$ cat config.mk
export PLATFORM = sky130hd
export DESIGN_NAME = flash_status_unit
export DESIGN_NICKNAME = d
export VERILOG_FILES = /design/src/rtl/fstat_pkg.sv /design/src/rtl/fstat_timer.sv /design/src/rtl/fstat_flags.sv /design/src/rtl/flash_status_unit.sv
export SDC_FILE = /design/constraint.sdc
export NUM_CORES = 1
export LEC_CHECK = 0
export ABC_AREA = 1
export CORE_MARGIN = 8
export CORE_UTILIZATION = 40
export DETAILED_ROUTE_END_ITERATION = 8
export PLACE_DENSITY = 0.6
export SYNTH_ARGS = -nofsm -noshare
export SYNTH_HDL_FRONTEND = slang
export SYNTH_SLANG_ARGS = --single-unit
$ cat constraint.sdc
create_clock -name clk -period 2.4 [get_ports clk]
set_input_delay 0.36 -clock clk [delete_from_list [all_inputs] [get_ports clk]]
set_output_delay 0.36 -clock clk [all_outputs]
set_load 0.02 [all_outputs]
$ cat src/rtl/fstat_pkg.sv
package fstat_pkg;

    typedef enum logic [1:0] {
        ST_READY        = 2'd0,
        ST_ERASING      = 2'd1,
        ST_PROGRAMMING  = 2'd2,
        ST_FIRST_ACCESS = 2'd3
    } fstat_state_t;

    localparam logic [1:0] KIND_ERASE   = 2'd0;
    localparam logic [1:0] KIND_PROGRAM = 2'd1;
    localparam logic [1:0] KIND_READ    = 2'd2;

    localparam logic [7:0] OPC_CLEAR = 8'h50;
    localparam logic [7:0] OPC_RESET = 8'hFF;

    // Opcodes that open an erase or program sequence
    function automatic logic opc_modifies(input logic [7:0] code);
        return (code == 8'h20) || (code == 8'h10) || (code == 8'h11) ||
               (code == 8'h1F) || (code == 8'h0F) || (code == 8'h12);
    endfunction

endpackage

$ cat src/rtl/fstat_timer.sv
module fstat_timer #(
    parameter int CNT_W = 8
) (
    input  logic             clk,
    input  logic             rst_n,
    input  logic             run,
    input  logic             restart,
    input  logic [CNT_W-1:0] limit,
    output logic             at_limit
);
    logic [CNT_W-1:0] cnt_q;

    assign at_limit = run && (cnt_q == limit - CNT_W'(1));

    always_ff @(posedge clk or negedge rst_n) begin
        if (!rst_n)
            cnt_q <= '0;
        else if (restart)
            cnt_q <= '0;
        else if (run && !at_limit)
            cnt_q <= cnt_q + CNT_W'(1);
    end

    AST_CNT_IN_RANGE: assert property (@(posedge clk) disable iff (!rst_n)
        run |-> (cnt_q < limit));

endmodule

$ cat src/rtl/fstat_flags.sv
module fstat_flags (
    input  logic clk,
    input  logic rst_n,
    input  logic clr,
    input  logic set_erase,
    input  logic set_program,
    output logic erase_fail,
    output logic program_fail
);
    always_ff @(posedge clk or negedge rst_n) begin
        if (!rst_n) begin
            erase_fail   <= 1'b0;
            program_fail <= 1'b0;
        end else begin
            if (set_erase)
                erase_fail <= 1'b1;
            else if (clr)
                erase_fail <= 1'b0;
            if (set_program)
                program_fail <= 1'b1;
            else if (clr)
                program_fail <= 1'b0;
        end
    end

    AST_ERASE_STICKY: assert property (@(posedge clk) disable iff (!rst_n)
        $fell(erase_fail) |-> $past(clr));

    AST_PROGRAM_STICKY: assert property (@(posedge clk) disable iff (!rst_n)
        $fell(program_fail) |-> $past(clr));

endmodule

$ cat src/rtl/flash_status_unit.sv
module flash_status_unit
    import fstat_pkg::*;
#(
    parameter int ERASE_TIMEOUT   = 300000,
    parameter int PROGRAM_TIMEOUT = 600000,
    parameter int READ_TIMEOUT    = 10000
) (
    input  logic       clk,
    input  logic       rst_n,
    input  logic       cmd_valid,
    input  logic [7:0] cmd_code,
    input  logic       cs_release,
    input  logic       start_valid,
    input  logic [1:0] start_kind,
    input  logic       done_valid,
    input  logic       done_fail,
    output logic [7:0] status_byte,
    output logic       busy_n,
    output logic       cmd_accept
);
    localparam int MAX_EP = (ERASE_TIMEOUT > PROGRAM_TIMEOUT) ? ERASE_TIMEOUT : PROGRAM_TIMEOUT;
    localparam int MAX_TO = (MAX_EP > READ_TIMEOUT) ? MAX_EP : READ_TIMEOUT;
    localparam int CNT_W  = $clog2(MAX_TO + 1);

    fstat_state_t     state_q, state_d;
    logic             erase_fail, program_fail, err_any;
    logic             start_ok, clear_ok, at_limit;
    logic             set_erase, set_program;
    logic [CNT_W-1:0] limit_sel;

    assign err_any  = erase_fail || program_fail;
    assign start_ok = start_valid && (state_q == ST_READY) &&
                      ((start_kind == KIND_READ) ||
                       (((start_kind == KIND_ERASE) || (start_kind == KIND_PROGRAM)) && !err_any));
    assign clear_ok = (state_q == ST_READY) &&
                      (cs_release || (cmd_valid && ((cmd_code == OPC_CLEAR) || (cmd_code == OPC_RESET))));

    always_comb begin
        unique case (state_q)
            ST_ERASING:     limit_sel = CNT_W'(ERASE_TIMEOUT);
            ST_PROGRAMMING: limit_sel = CNT_W'(PROGRAM_TIMEOUT);
            default:        limit_sel = CNT_W'(READ_TIMEOUT);
        endcase
    end

    // Next-state: START, FINISH and EXPIRE transitions
    always_comb begin
        state_d     = state_q;
        set_erase   = 1'b0;
        set_program = 1'b0;
        unique case (state_q)
            ST_READY: begin
                if (start_ok) begin
                    if (start_kind == KIND_ERASE)
                        state_d = ST_ERASING;
                    else if (start_kind == KIND_PROGRAM)
                        state_d = ST_PROGRAMMING;
                    else
                        state_d = ST_FIRST_ACCESS;
                end
            end
            ST_ERASING: begin
                if (done_valid) begin
                    state_d   = ST_READY;
                    set_erase = done_fail;
                end else if (at_limit) begin
                    state_d   = ST_READY;
                    set_erase = 1'b1;
                end
            end
            ST_PROGRAMMING: begin
                if (done_valid) begin
                    state_d     = ST_READY;
                    set_program = done_fail;
                end else if (at_limit) begin
                    state_d     = ST_READY;
                    set_program = 1'b1;
                end
            end
            ST_FIRST_ACCESS: begin
                if (done_valid || at_limit)
                    state_d = ST_READY;
            end
        endcase
    end

    always_ff @(posedge clk or negedge rst_n) begin
        if (!rst_n)
            state_q <= ST_READY;
        else
            state_q <= state_d;
    end

    // Outputs
    always_comb begin
        busy_n      = (state_q == ST_READY);
        status_byte = {busy_n, 1'b0, erase_fail, program_fail, 4'b0000};
        cmd_accept  = busy_n && !(err_any && opc_modifies(cmd_code));
    end

    fstat_timer #(.CNT_W(CNT_W)) u_timer (
        .clk      (clk),
        .rst_n    (rst_n),
        .run      (state_q != ST_READY),
        .restart  (start_ok),
        .limit    (limit_sel),
        .at_limit (at_limit)
    );

    fstat_flags u_flags (
        .clk          (clk),
        .rst_n        (rst_n),
        .clr          (clear_ok),
        .set_erase    (set_erase),
        .set_program  (set_program),
        .erase_fail   (erase_fail),
        .program_fail (program_fail)
    );

    AST_BUSY_REFUSES: assert property (@(posedge clk) disable iff (!rst_n)
        !busy_n |-> !cmd_accept);

    AST_ERROR_BLOCKS_MODIFY: assert property (@(posedge clk) disable iff (!rst_n)
        (busy_n && start_valid && (start_kind != KIND_READ) && (status_byte[5] || status_byte[4]))
        |=> busy_n);

    AST_READ_GOES_BUSY: assert property (@(posedge clk) disable iff (!rst_n)
        (busy_n && start_valid && (start_kind == KIND_READ)) |=> !busy_n);

    AST_DONE_RELEASES: assert property (@(posedge clk) disable iff (!rst_n)
        (!busy_n && done_valid) |=> busy_n);

    AST_CLEAR_WHEN_READY: assert property (@(posedge clk) disable iff (!rst_n)
        (busy_n && cs_release) |=> (status_byte[5:4] == 2'b00));

endmodule

# Word level (Yosys, flattened, before mapping)
# Index checks and enable logic that the tools add are counted.
# W data, S select, Z words.
[op_classes]
add_sub_neg = 2
n_eq_ne = 17
muxes = 17
reduce_logical = 31
[op_table]
columns = ["cell", "count"]
rows = [
  ["$mux W20", 2],
  ["$pmux W20 S2", 1],
  ["$eq A8 B5 Y1 const B", 4],
  ["$add A20 B1 Y20 const B", 1],
  ["$eq A20 B20 Y1", 1],
  ["$sub A20 B1 Y20 const B", 1],
  ["$logic_or A1 B1 Y1", 11],
  ["$mux W2", 5],
  ["$logic_and A1 B1 Y1", 9],
  ["$eq A8 B4 Y1 const B", 1],
  ["$eq A8 B6 Y1 const B", 1],
  ["$eq A8 B7 Y1 const B", 1],
  ["$eq A8 B8 Y1 const B", 1],
  ["$mux W1", 8],
  ["$reduce_bool A2 Y1", 4],
  ["$eq A2 B2 Y1 const B", 3],
  ["$pmux W2 S3", 1],
  ["$eq A2 B1 Y1 const B", 2],
  ["$logic_not A2 Y1", 2],
  ["$logic_not A1 Y1", 3],
  ["$ne A3 B1 Y1 const B", 1],
  ["$reduce_and A3 Y1", 1],
  ["$ne A2 B1 Y1 const B", 1],
  ["$ne A2 B2 Y1 const B", 1],
  ["$reduce_or A2 Y1", 1],
]
[word_totals]
regBits = 24
input_bits = 17
out_inout_bits = 10
word_cells = 71

# Logic depth before layout (Yosys ltp)
# Gate-level depths: netlist (run 1).
[logic_depth]
ltp_word = 9
mapped_depth = 13
mapped_depth_nobuf = 13

# By module
# Synthesis (run 1) repeated with hierarchy kept, for this count alone.
[hier_totals]
hier_cells = 486
hier_area_um2 = 2904.0
[by_module_without_submodules]
columns = ["module", "instances", "cells_per_inst", "area_each_um2", "seq_area_each_um2"]
rows = [
  ["fstat_timer", 1, 399, 2362.3, 500.5],
  ["flash_status_unit", 1, 78, 465.4, 50.0],
  ["fstat_flags", 1, 9, 76.3, 50.0],
]

# Worst setup path before layout (run 1)
# No wires, ideal clock.
[synth_timing]
path_type = "register to register"
from = "register state_q[0]"
to = "register u_timer.cnt_q[0]"
setup_ns = 0.118
arrival_time_ns = 1.689
t_required_ns = 2.282
slack_ns = 0.593
path_stages_with_launch = 14
path_buffers = 1
period_less_slack_ns = 1.807
path_cell_list = "dfrtp_1 > inv_1 > ha_1 > inv_1 > nand2_1 > nand2_1 > nor2_1 > nand2_1 > nor2_2 > a21oi_4 > nor2_8 > buf_6 > nor2_1 > nor2_2"
[synth_between]
elab_chain_cells = 8
word_cells_on_any_way = 14
cone_classes = "add/sub: 1; eq/ne: 3; mux: 2; reduce/logical: 8"
[synth_lines]
columns = ["item", "line_no", "text"]
rows = [
  ["start: declaration", "flash_status_unit.sv:25", "fstat_state_t state_q, state_d;"],
  ["start signal: assignment", "flash_status_unit.sv:91", "state_q <= state_d;"],
  ["$eq A2 B2 Y1 / $eq A2 B1 Y1 (equally long branches)", "flash_status_unit.sv:39", "unique case (state_q)"],
  ["$pmux W20 S2", "flash_status_unit.sv:39", ""],
  ["$sub A20 B1 Y20", "fstat_timer.sv:13", "assign at_limit = run && (cnt_q == limit - CNT_W'(1));"],
  ["$eq A20 B20 Y1", "fstat_timer.sv:13", ""],
  ["$logic_and A1 B1 Y1", "fstat_timer.sv:13", ""],
  ["$logic_not A1 Y1", "fstat_timer.sv:20", "else if (run && !at_limit)"],
  ["$logic_and A1 B1 Y1", "fstat_timer.sv:20", ""],
  ["$reduce_bool A2 Y1 (no line)", "-", ""],
  ["end signal: assignment", "fstat_timer.sv:21", "cnt_q <= cnt_q + CNT_W'(1);"],
  ["end: declaration", "fstat_timer.sv:11", "logic [CNT_W-1:0] cnt_q;"],
]
# Several ways; a longest one is shown, not always the timed one.
# A chain may end at the register's enable or synchronous reset.

# Worst setup path in the final report (run 1)
[layout_timing]
from = "register state_q[1]"
to = "register u_timer.cnt_q[0]"
# Same word-level chain as after synthesis.

==> reports/results.ini, run 1 <==
[clocking]
ctsHoldBuffers=0
cts_resized=0
cts_tree=yes
cts-root-buf=clkbuf_8
postCtsSetupRepairBufs=0
clk_latency_ns=0.27
clk_pin_slew_ns=0.09
cts.path.max_buffers=2
htreeDepth=1
clkSinkCount=24
cts_inserted_buffers=3

[logic_synthesis]
synth_area_um2=1940
synth-main-ff-cell=dfrtp_1
synth_edf_count=0
ys_seq_area_share_pct=30.9
yosys_warnings=0
ys_ff_latch=24
synth_cell_types=25
synth.avg_cell_area_um2=6.55
syn_inst=297
async_flop_share_pct=100

[timing]
finalHoldViolCount=0
period_needed_ns=2.18
rsz0062_at_grt=false
fmax_mhz=459
skew_ns=0.00279
fin_tns_setup_ns=0
finalCritPeriodShare_pct=90.7
drv_slew=0
finalSetupViolations=0

[grt]
grt_max_degree=26
grt_pass1_vias=1743
grt_pass1_wl_um=8130
track_usage_pct=13.5
antenna_found_initial=0
overflow=0

[floorplan]
fp.dieW_um=85.7
start_util_pct=41.4
core-area_um2=4690
ios=27
die_h_um=85.7
num_rows=25
die_area_um2=7350

[finish]
nets=342
fillers=504
fin_util_pct=47.7
drive_gt1_share_pct=5.68
diodes=0
mostFrequentLayoutCells=101 x nand2_1, 38 x nor2_1, 32 x nand3_1
fin_area_um2=2240
area_growth_pct=15.0
final_common_cell=nand2_1

[worst_setup_path]
path_class=reg -> reg
slowest_delay_ns=0.44
crit_arrival_ns=2.39
cp-start-kind=register
path_buf_inv=2
cp_cell_sequence=inv_1, ha_1, inv_1, nand2_1, nand2_1, nor2_1, nand2_1, nor2_2, a21oi_4, nor2_4, nor2_1, nor2_2
crit_required_ns=2.61
ff2ff_setup_slack_ns=0.22
end_kind=register
cpMaxStageDelayCell=dfrtp_1
crit_path_max_fanout=12
crit_top_cell=nand2_1
critPathTopFamily=simple AND/OR/NAND/NOR gates

[placed_design]
dp_hpwl_um=3530
gp_congestion=0.835
place_area_um2=2170
port_buffers=21

[pwr]
p_leak_uw=0.00109
power.switching_uw=827
internal_power_uw=978
power_frac_seq_pct=30.7
comb_power_share_pct=53.7
p_sw_share_pct=45.8
vdd_drop_max_v=0.000465
clockPowerShare_pct=15.6
pwr_density_cell_nw_per_um2=807

[outcome]
status=finished, final reports clean

[drt]
drt_pass1_iterations=4
final_antenna_net_count=0
drc=0
routed_wl_um=4750
vias=1836
first_iter_violations=116
wl_per_cell_um=12.8
routed_via_density=4.95

[hold_path]
min_path_type=in -> async

[job]
maxCapViolations=0

==> cell usage after synthesis (4+ instances only) <==
library cell,number,area share [%]
buf_4,8,3.1
dfrtp_1,24,31
inv_1,28,5.4
nand3b_1,6,2.3
xnor2_1,4,1.8
o21ai_0,10,2.6
nor2_1,38,7.3
ha_1,7,4.5
nand4_1,7,2.3
xor2_1,8,3.6
nand2_1,101,19
nand3_1,32,8.2
==> registers in the layout (all words and copies together) (netlist names) <==
name / count
u_flags.erase_fail: 1
u_timer.cnt_q: 20
u_flags.program_fail: 1
state_q: 2
==> metrics by stage <==
stage / instances / hold slack [ns] / total power, uW / worst slack, ns
final: 371 / 0.441 / 1800 / 0.222
after global routing: 371 / 0.473 / 1970 / 0.0176
after CTS: 370 / 0.458 / 1800 / 0.0807
after detailed placement: 366 / 0.492 / 1510 / 0.0785
after global placement: 366 / 0.490 / 1490 / 0.101
after floorplan: 301 / 0.0644 / 1260 / 0.593
==> cells by family (layout without fill, tap and decap cells) <==
| group | after synthesis | count (layout) | synth area share, % |
|---|---|---|---|
| flip-flops | 24 | 24 | 30.9 |
| adder cells (fa/ha/maj) | 7 | 7 | 4.50 |
| AND/OR/NAND/NOR | 194 | 195 | 43.4 |
| buffers and inverters | 43 | 58 | 10.7 |
| AO/OA/AOI/OAI | 16 | 16 | 4.89 |
| other | 1 | 5 | 0.193 |
| XOR/XNOR | 12 | 12 | 5.41 |
==> power by group through the flow <==
stage / logic, uW / clock network [uW] / registers [uW]
2_1_floorplan: 721 / 0 / 542
3_3_place_gp: 930 / 0 / 561
3_5_place_dp: 945 / 0 / 562
4_1_cts: 948 / 295 / 553
5_1_grt: 1100 / 304 / 569
6_report: 970 / 282 / 554
==> final timing paths <==
| kind | startpoint | to | depth (start not counted) |
|---|---|---|---|
| hold reg to reg | u_flags.erase_fail | u_flags.erase_fail | 2 |
| setup reg to reg | state_q[1] | u_timer.cnt_q[0] | 12 |
| setup / recovery | state_q[1] | u_timer.cnt_q[0] | 12 |
| hold / removal | rst_n | u_timer.cnt_q[12] | 2 |
| max in group asynchronous | rst_n | u_timer.cnt_q[0] | 2 |
| min in group clk | u_flags.erase_fail | u_flags.erase_fail | 2 |
==> layer usage <==
metal / up-vias / track usage [%] / wire length (um)
li1: 968 / - / -
met5: - / 0 / 0
met4: 0 / 2.71 / 33
met2: 39 / 22.1 / 2230
met1: 825 / 17.6 / 2300
met3: 4 / 2.87 / 188
==> final cells by class <==
class | instances | area [um2] | area share, %
multi-input cells | 235 | 1160 | 51.9
flip-flops and latches | 24 | 601 | 26.9
repair buffers | 25 | 243 | 10.9
inverters | 29 | 109 | 4.87
well taps | 54 | 67.6 | 3.02
clock buffers | 4 | 55.1 | 2.46
Note: power is estimated with default switching activity, not from simulation.
==> inputs of run 2 (changes only) <==
Settings changed: CORE_UTILIZATION 40 to 55, PLACE_DENSITY 0.6 to 0.79.
==> run 2 against run 1 <==
  * Clock skew is 0.0035 ns higher
  * Combinational power is 0.5% lower
  * Fmax is 0.95% lower
  * Non-clock buffer count did not move
  * Clock-buffer cell count is the same
  * Die area shrank 23%
  * Hold slack got worse by 0.058 ns
  * Largest power group unchanged
==> reports/results.ini, run 2 (synthesized netlist as in run 1, its figures left out) <==
[outcome]
status=finished, final reports clean

[placed_design]
dpl.cell_count=358
gp_congestion=0.882
dp_hpwl_um=3540
port_buffers=21

[worst_setup_path]
crit_required_ns=2.04
slowest_delay_ns=0.61
cp-start-kind=register
crit_arrival_ns=1.84
r2r_cells=11
cpMaxStageDelayCell=clkdlybuf4s50_1
r2r-start=state_q[1]
end_kind=primary output
cp-startpoint=state_q[1]
path_class=reg -> out
crit_path_max_fanout=6
cp_cell_sequence=inv_1, ha_1, buf_4, clkdlybuf4s50_1

[grt]
grt.met2_usage_pct=29.2
grt_pass1_vias=1806
overflow=0
grtUsageMet1_pct=23.6
grt_max_degree=26
antenna_found_initial=0
use_met3_pct=2.37
track_usage_pct=18.1
grt_pass1_wl_um=8110
gr-max-usage-layer=met2

[hold_path]
min_path_type=in -> async

[timing]
rsz0062_at_grt=false
drv_slew=0
finalCritPeriodShare_pct=91.6
finalHoldViolCount=0
holdWs_ns=0.383
finalSetupViolations=0
period_needed_ns=2.20
fin_tns_setup_ns=0
fmax_mhz=455
skew_ns=0.00633

[floorplan]
ios=27
die_area_um2=5690
core-area_um2=3360
die_h_um=75.5
num_rows=21
start_util_pct=57.8
fp.dieW_um=75.5

[pwr]
comb_power_share_pct=55.3
p_leak_uw=0.00108
clockPowerShare_pct=12.8
pwr_density_cell_nw_per_um2=790
internal_power_uw=922
total_power_uw=1740
power_frac_seq_pct=31.9
power.switching_uw=822
p_sw_share_pct=47.2
vdd_drop_max_v=0.000543

[finish]
fillers=343
finalNonFillerCells=363
multi_input_area_um2=1160
register_area_um2=601
area_growth_pct=13.5
largest_reg_flops=20
reg.largest.list=u_timer.cnt_q: 20 flops, state_q: 2 flops
drive_gt1_share_pct=5.68
mostFrequentLayoutCells=101 x nand2_1, 38 x nor2_1, 32 x nand3_1
final_common_cell=nand2_1
fin_util_pct=65.6
diodes=0
regMostFlops=u_timer.cnt_q
nets=342

[clocking]
cts_inserted_buffers=3
cts-root-buf=clkbuf_4
cts_tree=yes
htreeDepth=1
clkSinkCount=24
clk_pin_slew_ns=0.14
clk_latency_ns=0.32
cts.path.max_buffers=2
postCtsSetupRepairBufs=0

[drt]
vias=1907
drt_pass1_iterations=5
first_iter_violations=151
drc=0
final_antenna_net_count=0
routed_via_density=5.25
routed_wl_um=4770
wl_per_cell_um=13.2

[job]
maxCapViolations=0

-- run 2: cell counts in the layout (fill, tap and decap cells not counted) --
Identical to the previous run, type by type.
-- run 2: power by group through the flow --
stage / Combinational [uW] / Clock (uW) / Sequential (uW)
finish: 965 / 223 / 556
global route: 1090 / 243 / 571
CTS: 934 / 225 / 555
detailed placement: 928 / 0 / 564
global placement: 909 / 0 / 560
floorplan: 721 / 0 / 542
-- run 2: area by class of cell --
class / instances / area share [%]
multi-input cells: 235 / 52.6
flip-flops and latches: 24 / 27.2
repair buffers: 25 / 11.0
inverters: 29 / 4.93
well taps: 46 / 2.61
clock buffers: 4 / 1.64
-- run 2: worst max-delay path: cells and delay by family (launching register included) --
kind | cells | cell delay [ns]
buffers and inverters | 3 | 0.90
flip-flops | 1 | 0.45
adder cells (fa/ha/maj) | 1 | 0.17
-- run 2: per-layer routing --
metal	part of all wire (%)	routed length (um)
met1	46	2180
met2	47	2260
met3	4.6	219
met4	2.3	110
met5	0	0
-- run 2: metrics by stage --
step / cell area, um2 / setup slack (ns)
global route: 2210 / 0.0333
global placement: 2160 / 0.102
CTS: 2190 / 0.0785
detailed placement: 2160 / 0.0779
finish: 2210 / 0.201
floorplan: 1960 / 0.593
-- run 2: what timing repair did --
item | CTS | global route
resized for setup | 0 | 1
endpoints found under the setup margin | 0 | 3
hold buffers | 0 | 0
-- run 2: path summary, 6_finish.rpt --
check | endpoint | slack [ns]
max | busy_n | 0.20
min | u_timer.cnt_q[1] | 0.38
max reg2reg | u_timer.cnt_q[19] | 0.23
min reg2reg | u_flags.erase_fail | 0.52
max in group asynchronous | u_timer.cnt_q[7] | 1.76
min in group clk | u_flags.erase_fail | 0.52
